**src/rtl/pwm_timer_bank.sv**
```systemverilog
module pwm_timer_bank #(
  parameter int CNT_W = 16,
  parameter int PRE_W = 8
) (
  input  logic        clk,
  input  logic        rst_n,
  input  logic        wr_en,
  input  logic [4:0]  addr,
  input  logic [31:0] wdata,
  output logic [31:0] rdata,
  output logic [3:0]  pwm_out
);
  localparam int NCH = 5;
  localparam int NGRP = 2;
  localparam logic [22:0] CTRL_MASK = 23'h7FFF0F;

  logic [2*PRE_W-1:0]          cfg0_q;
  logic [4*NCH-1:0]            cfg1_q;
  logic [22:0]                 ctrl_q;
  logic [NCH-1:0]              irq_q;
  logic [NGRP-1:0]             pre_tick;
  logic [NCH-1:0]              uflow, done;
  logic [NCH-1:0][CNT_W-1:0]   cnt_v, cntb_v, cmpb_v;
  logic [22:0]                 stop_vec;
  logic                        unused_wbits;

  assign unused_wbits = ^wdata[31:23];

  always_ff @(posedge clk or negedge rst_n)
    if (!rst_n) begin
      cfg0_q <= '0;
      cfg1_q <= '0;
    end else if (wr_en) begin
      if (addr == 5'd0) cfg0_q <= wdata[2*PRE_W-1:0];
      if (addr == 5'd1) cfg1_q <= wdata[4*NCH-1:0];
    end

  for (genvar g = 0; g < NGRP; g++) begin : g_pre
    logic [PRE_W-1:0] pcnt;
    assign pre_tick[g] = pcnt >= cfg0_q[g*PRE_W +: PRE_W];
    always_ff @(posedge clk or negedge rst_n)
      if (!rst_n)           pcnt <= '0;
      else if (pre_tick[g]) pcnt <= '0;
      else                  pcnt <= pcnt + 1'b1;
  end

  for (genvar ch = 0; ch < NCH; ch++) begin : g_ch
    localparam int CB     = (ch == 0) ? 0 : 4 * (ch + 1);
    localparam int AR     = (ch == 4) ? CB + 2 : CB + 3;
    localparam int GRP    = (ch < 2) ? 0 : 1;
    localparam int CNTB_A = (ch < 4) ? 3 + 3 * ch : 15;

    logic [3:0]       dcnt, mask;
    logic             tick, run, upd, arl;
    logic [CNT_W-1:0] cntb, cnt, cmp;

    always_comb
      case (cfg1_q[4*ch +: 4])
        4'd0:    mask = 4'h0;
        4'd1:    mask = 4'h1;
        4'd2:    mask = 4'h3;
        4'd3:    mask = 4'h7;
        default: mask = 4'hF;
      endcase

    always_ff @(posedge clk or negedge rst_n)
      if (!rst_n)             dcnt <= '0;
      else if (pre_tick[GRP]) dcnt <= dcnt + 1'b1;

    assign tick = pre_tick[GRP] && ((dcnt & mask) == mask);
    assign run  = ctrl_q[CB];
    assign upd  = ctrl_q[CB+1];
    assign arl  = ctrl_q[AR];
    assign uflow[ch] = run && !upd && tick && (cnt == '0);
    assign done[ch]  = uflow[ch] && !arl;

    always_ff @(posedge clk or negedge rst_n)
      if (!rst_n) cntb <= '0;
      else if (wr_en && addr == 5'(CNTB_A)) cntb <= wdata[CNT_W-1:0];

    if (ch < 3) begin : g_cmp
      logic [CNT_W-1:0] cmpb;
      always_ff @(posedge clk or negedge rst_n)
        if (!rst_n) cmpb <= '0;
        else if (wr_en && addr == 5'(4 + 3 * ch)) cmpb <= wdata[CNT_W-1:0];
      assign cmpb_v[ch] = cmpb;
    end else begin : g_nocmp
      assign cmpb_v[ch] = '0;
    end

    always_ff @(posedge clk or negedge rst_n)
      if (!rst_n) begin
        cnt <= '0;
        cmp <= '0;
      end else if (upd) begin
        cnt <= cntb;
        cmp <= cmpb_v[ch];
      end else if (run && tick) begin
        if (cnt != '0)  cnt <= cnt - 1'b1;
        else if (arl) begin
          cnt <= cntb;
          cmp <= cmpb_v[ch];
        end
      end

    if (ch < 4) begin : g_out
      assign pwm_out[ch] = ctrl_q[CB+2] ^ (run && (cnt > cmp));
    end

    assign cnt_v[ch]  = cnt;
    assign cntb_v[ch] = cntb;
  end

  assign stop_vec = 23'(done[0]) | (23'(done[1]) << 8) | (23'(done[2]) << 12)
                  | (23'(done[3]) << 16) | (23'(done[4]) << 20);

  always_ff @(posedge clk or negedge rst_n)
    if (!rst_n)                     ctrl_q <= '0;
    else if (wr_en && addr == 5'd2) ctrl_q <= wdata[22:0] & CTRL_MASK;
    else                            ctrl_q <= ctrl_q & ~stop_vec;

  always_ff @(posedge clk or negedge rst_n)
    if (!rst_n) irq_q <= '0;
    else irq_q <= (irq_q & ~((wr_en && addr == 5'd17) ? wdata[NCH-1:0] : '0)) | uflow;

  always_comb
    case (addr)
      5'd0:  rdata = 32'(cfg0_q);
      5'd1:  rdata = 32'(cfg1_q);
      5'd2:  rdata = 32'(ctrl_q);
      5'd3:  rdata = 32'(cntb_v[0]);
      5'd4:  rdata = 32'(cmpb_v[0]);
      5'd5:  rdata = 32'(cnt_v[0]);
      5'd6:  rdata = 32'(cntb_v[1]);
      5'd7:  rdata = 32'(cmpb_v[1]);
      5'd8:  rdata = 32'(cnt_v[1]);
      5'd9:  rdata = 32'(cntb_v[2]);
      5'd10: rdata = 32'(cmpb_v[2]);
      5'd11: rdata = 32'(cnt_v[2]);
      5'd12: rdata = 32'(cntb_v[3]);
      5'd14: rdata = 32'(cnt_v[3]);
      5'd15: rdata = 32'(cntb_v[4]);
      5'd16: rdata = 32'(cnt_v[4]);
      5'd17: rdata = 32'(irq_q);
      default: rdata = '0;
    endcase
endmodule


```
**config.mk**
```make
export PLATFORM = sky130hd
export DESIGN_NAME = pwm_timer_bank
export DESIGN_NICKNAME = d
export VERILOG_FILES = /design/src/rtl/pwm_timer_bank.sv
export SDC_FILE = /design/constraint.sdc
export NUM_CORES = 1
export LEC_CHECK = 0
export CORE_UTILIZATION = 44
export DETAILED_ROUTE_END_ITERATION = 16
export GPL_TIMING_DRIVEN = 0
export SKIP_CTS_REPAIR_TIMING = 1
export SYNTH_ARGS = -nofsm -noshare
export SYNTH_HDL_FRONTEND = slang
export SYNTH_SLANG_ARGS = --single-unit
```
**constraint.sdc**
```tcl
create_clock -name clk -period 9.5 [get_ports clk]
set_clock_uncertainty 0.05 [all_clocks]
set_input_delay 2.85 -clock clk [delete_from_list [all_inputs] [get_ports clk]]
set_output_delay 2.85 -clock clk [all_outputs]
set_load 0.01 [all_outputs]
```
==> metrics.txt <==
total number of vias=16.8k; Post-Synthesis Cell Area=0.0193 mm2; unrepaired setup endpoints after global routing=yes; first-pass GRT wire length=110 mm; Final Slew Violations=0; Worst path top cell family by delay=buffers and inverters; CP max stage delay=640 ps; # port buffers=53; Antenna Cells=0; # clock sinks=352; asr flop ratio synth=100%; Max Clk Rate=0.104 GHz; fin nets=2117; area of the die=0.0446 mm2; vias in the first global route=16.1k; Die Span Y=211 um; Final Hold Vio Count=0; layout cells sized above 1=16.6%; sequential share of power=42.3%; dpl cell area=0.0207 mm2; row cnt=76; starting density of the core=44.7%; Worst-Margin Slew=1130 ps; final worst slack=-111 ps; busiest grt layer=met2; DR iter-0 viols=1792; placed cells=2540; largest area contributor in the netlist=dfrtp_1; final setup violation count=1; Seq/Total Area, Yosys=45.7%; area delta synth->final=15.0%; die width=211 um; hold_sp=g_ch[4].dcnt[3]; Hold Crit Depth=1; DR vias/cell=6.43; Post-Syn Area per Cell=10.2 um2; crit-path cells=clkdlybuf4s50_1, buf_1, nand2b_1, nor2_2, clkbuf_1, a22oi_1, and3_1, nand4_1, clkdlybuf4s50_1; Worst Setup Path Type=in2out; Clk pwr share=27.3%; nature of the critical path startpoint=input pin; Worst-path clk slew=50 ps; Seq cells post-synth=352; Gate power share=30.3%; CP required=6600 ps; Layout Cells excl Fill=2612; core area=0.0431 mm2; later-pin clock latency in the skew report=570 ps; gr ovfl total=0; element type at the critical path end=output pin; CTS tree=yes; worst-path maximum fanout=10; Max Root-Sink Buffers=3; GR Layer Usage met3=7.89%; fin crit period=9610 ps; top cells by area, synth=dfrtp_1 (46%), mux2_2 (12%), ha_1 (5.1%); worst path bufs/invs=4; max capacitance violation total=0; slowest stage cell on the critical path=clkbuf_1; Routed Wire Length=75.5 mm; Critical Path Most Common Cell=clkdlybuf4s50_1; pwr dens=284 mW/mm2; VDD IR-drop max=0.000146 V; Sw Pwr=2470 uW; Routed Antenna Nets=0; Sw Share=39.2%; FILL cells=3963; DP HPWL=56.1 mm; met2 Use GR=51.5%; Ports=76; GRT Total Usage=34.3%; Final TNS setup=-111 ps; LEAKAGE=0.00955 uW; Syn Inst Count=1889; synth warn=0; CTS Buf Count=41; Int Power=3830 uW; H-tree lvl count=2; Arrival @ worst endpoint=6710 ps; Root Driver=clkbuf_16; Min-Delay Path Class=reg2reg; grt met1 use=47.1%; largest net degree at the start of global routing=122; failing checks=negative setup slack; antenna violations before repair=3; most common flop cell mapped by yosys=dfrtp_1; Routability Congestion=1.05; post-synth top area share=45.7%; WL/cell=28.9 um; TritonRoute pass-1 iters=8; final instance area=0.0221 mm2; max_slew headroom=24.5%; status=finished with violations; path depth of the worst reg2reg path=10; Post-synth EDFFs=0; Cell variety after synth=75; period utilization=101%; DR DRC count=0; beginning of the critical path=addr[1]; WP depth=9; Final Util=51.4%; Worst R2R Start=cfg0_q[8]
## cells by family after synthesis
group	Yosys count	share of synthesized area (%)
simple gates	526	13.8
compound gates	468	16.6
flops	352	45.7
buf+inv	213	4.48
mux	211	12.4
fa+ha+maj	79	5.13
xor+xnor	39	1.77
other cells	1	0.0195
## final timing paths
kind,to,slack (ps)
max,rdata[11],-110
min,g_ch[4].dcnt[3],420
max reg2reg,g_ch[2].cmp[8],5940
min reg2reg,g_ch[4].dcnt[3],420
max in group asynchronous,g_pre[0].pcnt[4],5980
min in group asynchronous,g_ch[2].cmp[8],2160
## power groups by stage
stage	sequential (uW)	clock [uW]	combinational (uW)
2_1_floorplan	2270	0	1370
3_3_place_gp	2640	0	1810
3_5_place_dp	2640	0	1880
4_1_cts	2620	1740	1900
5_1_grt	2680	1800	2130
6_report	2660	1720	1910
## flip-flops by register name (all words and copies together), names as in the netlist
| register | cells |
|---|---|
| cfg0_q | 16 |
| cfg1_q | 20 |
| ctrl_q | 19 |
| g_ch.cmp | 48 |
| g_ch.cnt | 80 |
| g_ch.cntb | 80 |
| g_ch.dcnt | 20 |
| g_ch.g_cmp.cmpb | 48 |
| g_pre.pcnt | 16 |
| irq_q | 5 |
## area by class of cell
| cell class | count | area (um2) | share of cell area (%) |
|---|---|---|---|
| Inverter | 91 | 342 | 1.54 |
| Sequential cell | 352 | 8810 | 39.8 |
| Clock inverter | 18 | 246 | 1.11 |
| Tap cell | 585 | 732 | 3.31 |
| Clock buffer | 54 | 1210 | 5.45 |
| Timing Repair Buffer | 58 | 633 | 2.86 |
| Buffer | 122 | 528 | 2.38 |
| Multi-Input combinational cell | 1332 | 9640 | 43.6 |
## through the flow
| stage | power (uW) | hold slack [ps] | worst slack (ps) |
|---|---|---|---|
| after detailed placement | 4530 | 417 | -242 |
| after floorplan | 3650 | 396 | 2140 |
| final | 6300 | 425 | -111 |
| after global routing | 6610 | 437 | -100 |
| after CTS | 6260 | 426 | -241 |
| after global placement | 4450 | 410 | -10090 |
## synthesized netlist by cell type, drive strengths merged (18+ instances only)
cell	count
nand2	152
ha	79
a21oi	95
clkbuf	97
buf	25
a21o	20
nor3	45
a211oi	27
nand3	48
xor2	19
o21ai	108
nor4	26
nand4	54
xnor2	20
mux2	205
a221oi	18
inv	90
dfrtp	352
nor2	96
a22o	20
a22oi	60
## layout by cell type, fill, tap and decap left out, types with 24 or more instances in the layout
| cell type | instances |
|---|---|
| a22oi_1 | 60 |
| clkbuf_1 | 93 |
| nor4_1 | 24 |
| dfrtp_1 | 352 |
| inv_1 | 90 |
| clkdlybuf4s50_1 | 52 |
| a21oi_1 | 94 |
| ha_1 | 79 |
| nand2_1 | 152 |
| nand3_1 | 48 |
| a211oi_1 | 27 |
| clkbuf_16 | 43 |
| nor2_1 | 93 |
| nor3_1 | 41 |
| mux2_2 | 202 |
| nand4_1 | 54 |
| o21ai_0 | 104 |
## metal layers
| layer | part of all wire (%) | vias up |
|---|---|---|
| met1 | 42 | 8408 |
| li1 | - | 7255 |
| met3 | 9.5 | 209 |
| met5 | 0.013 | - |
| met4 | 4.9 | 2 |
| met2 | 44 | 924 |
Power figures use the tool's default switching activity.
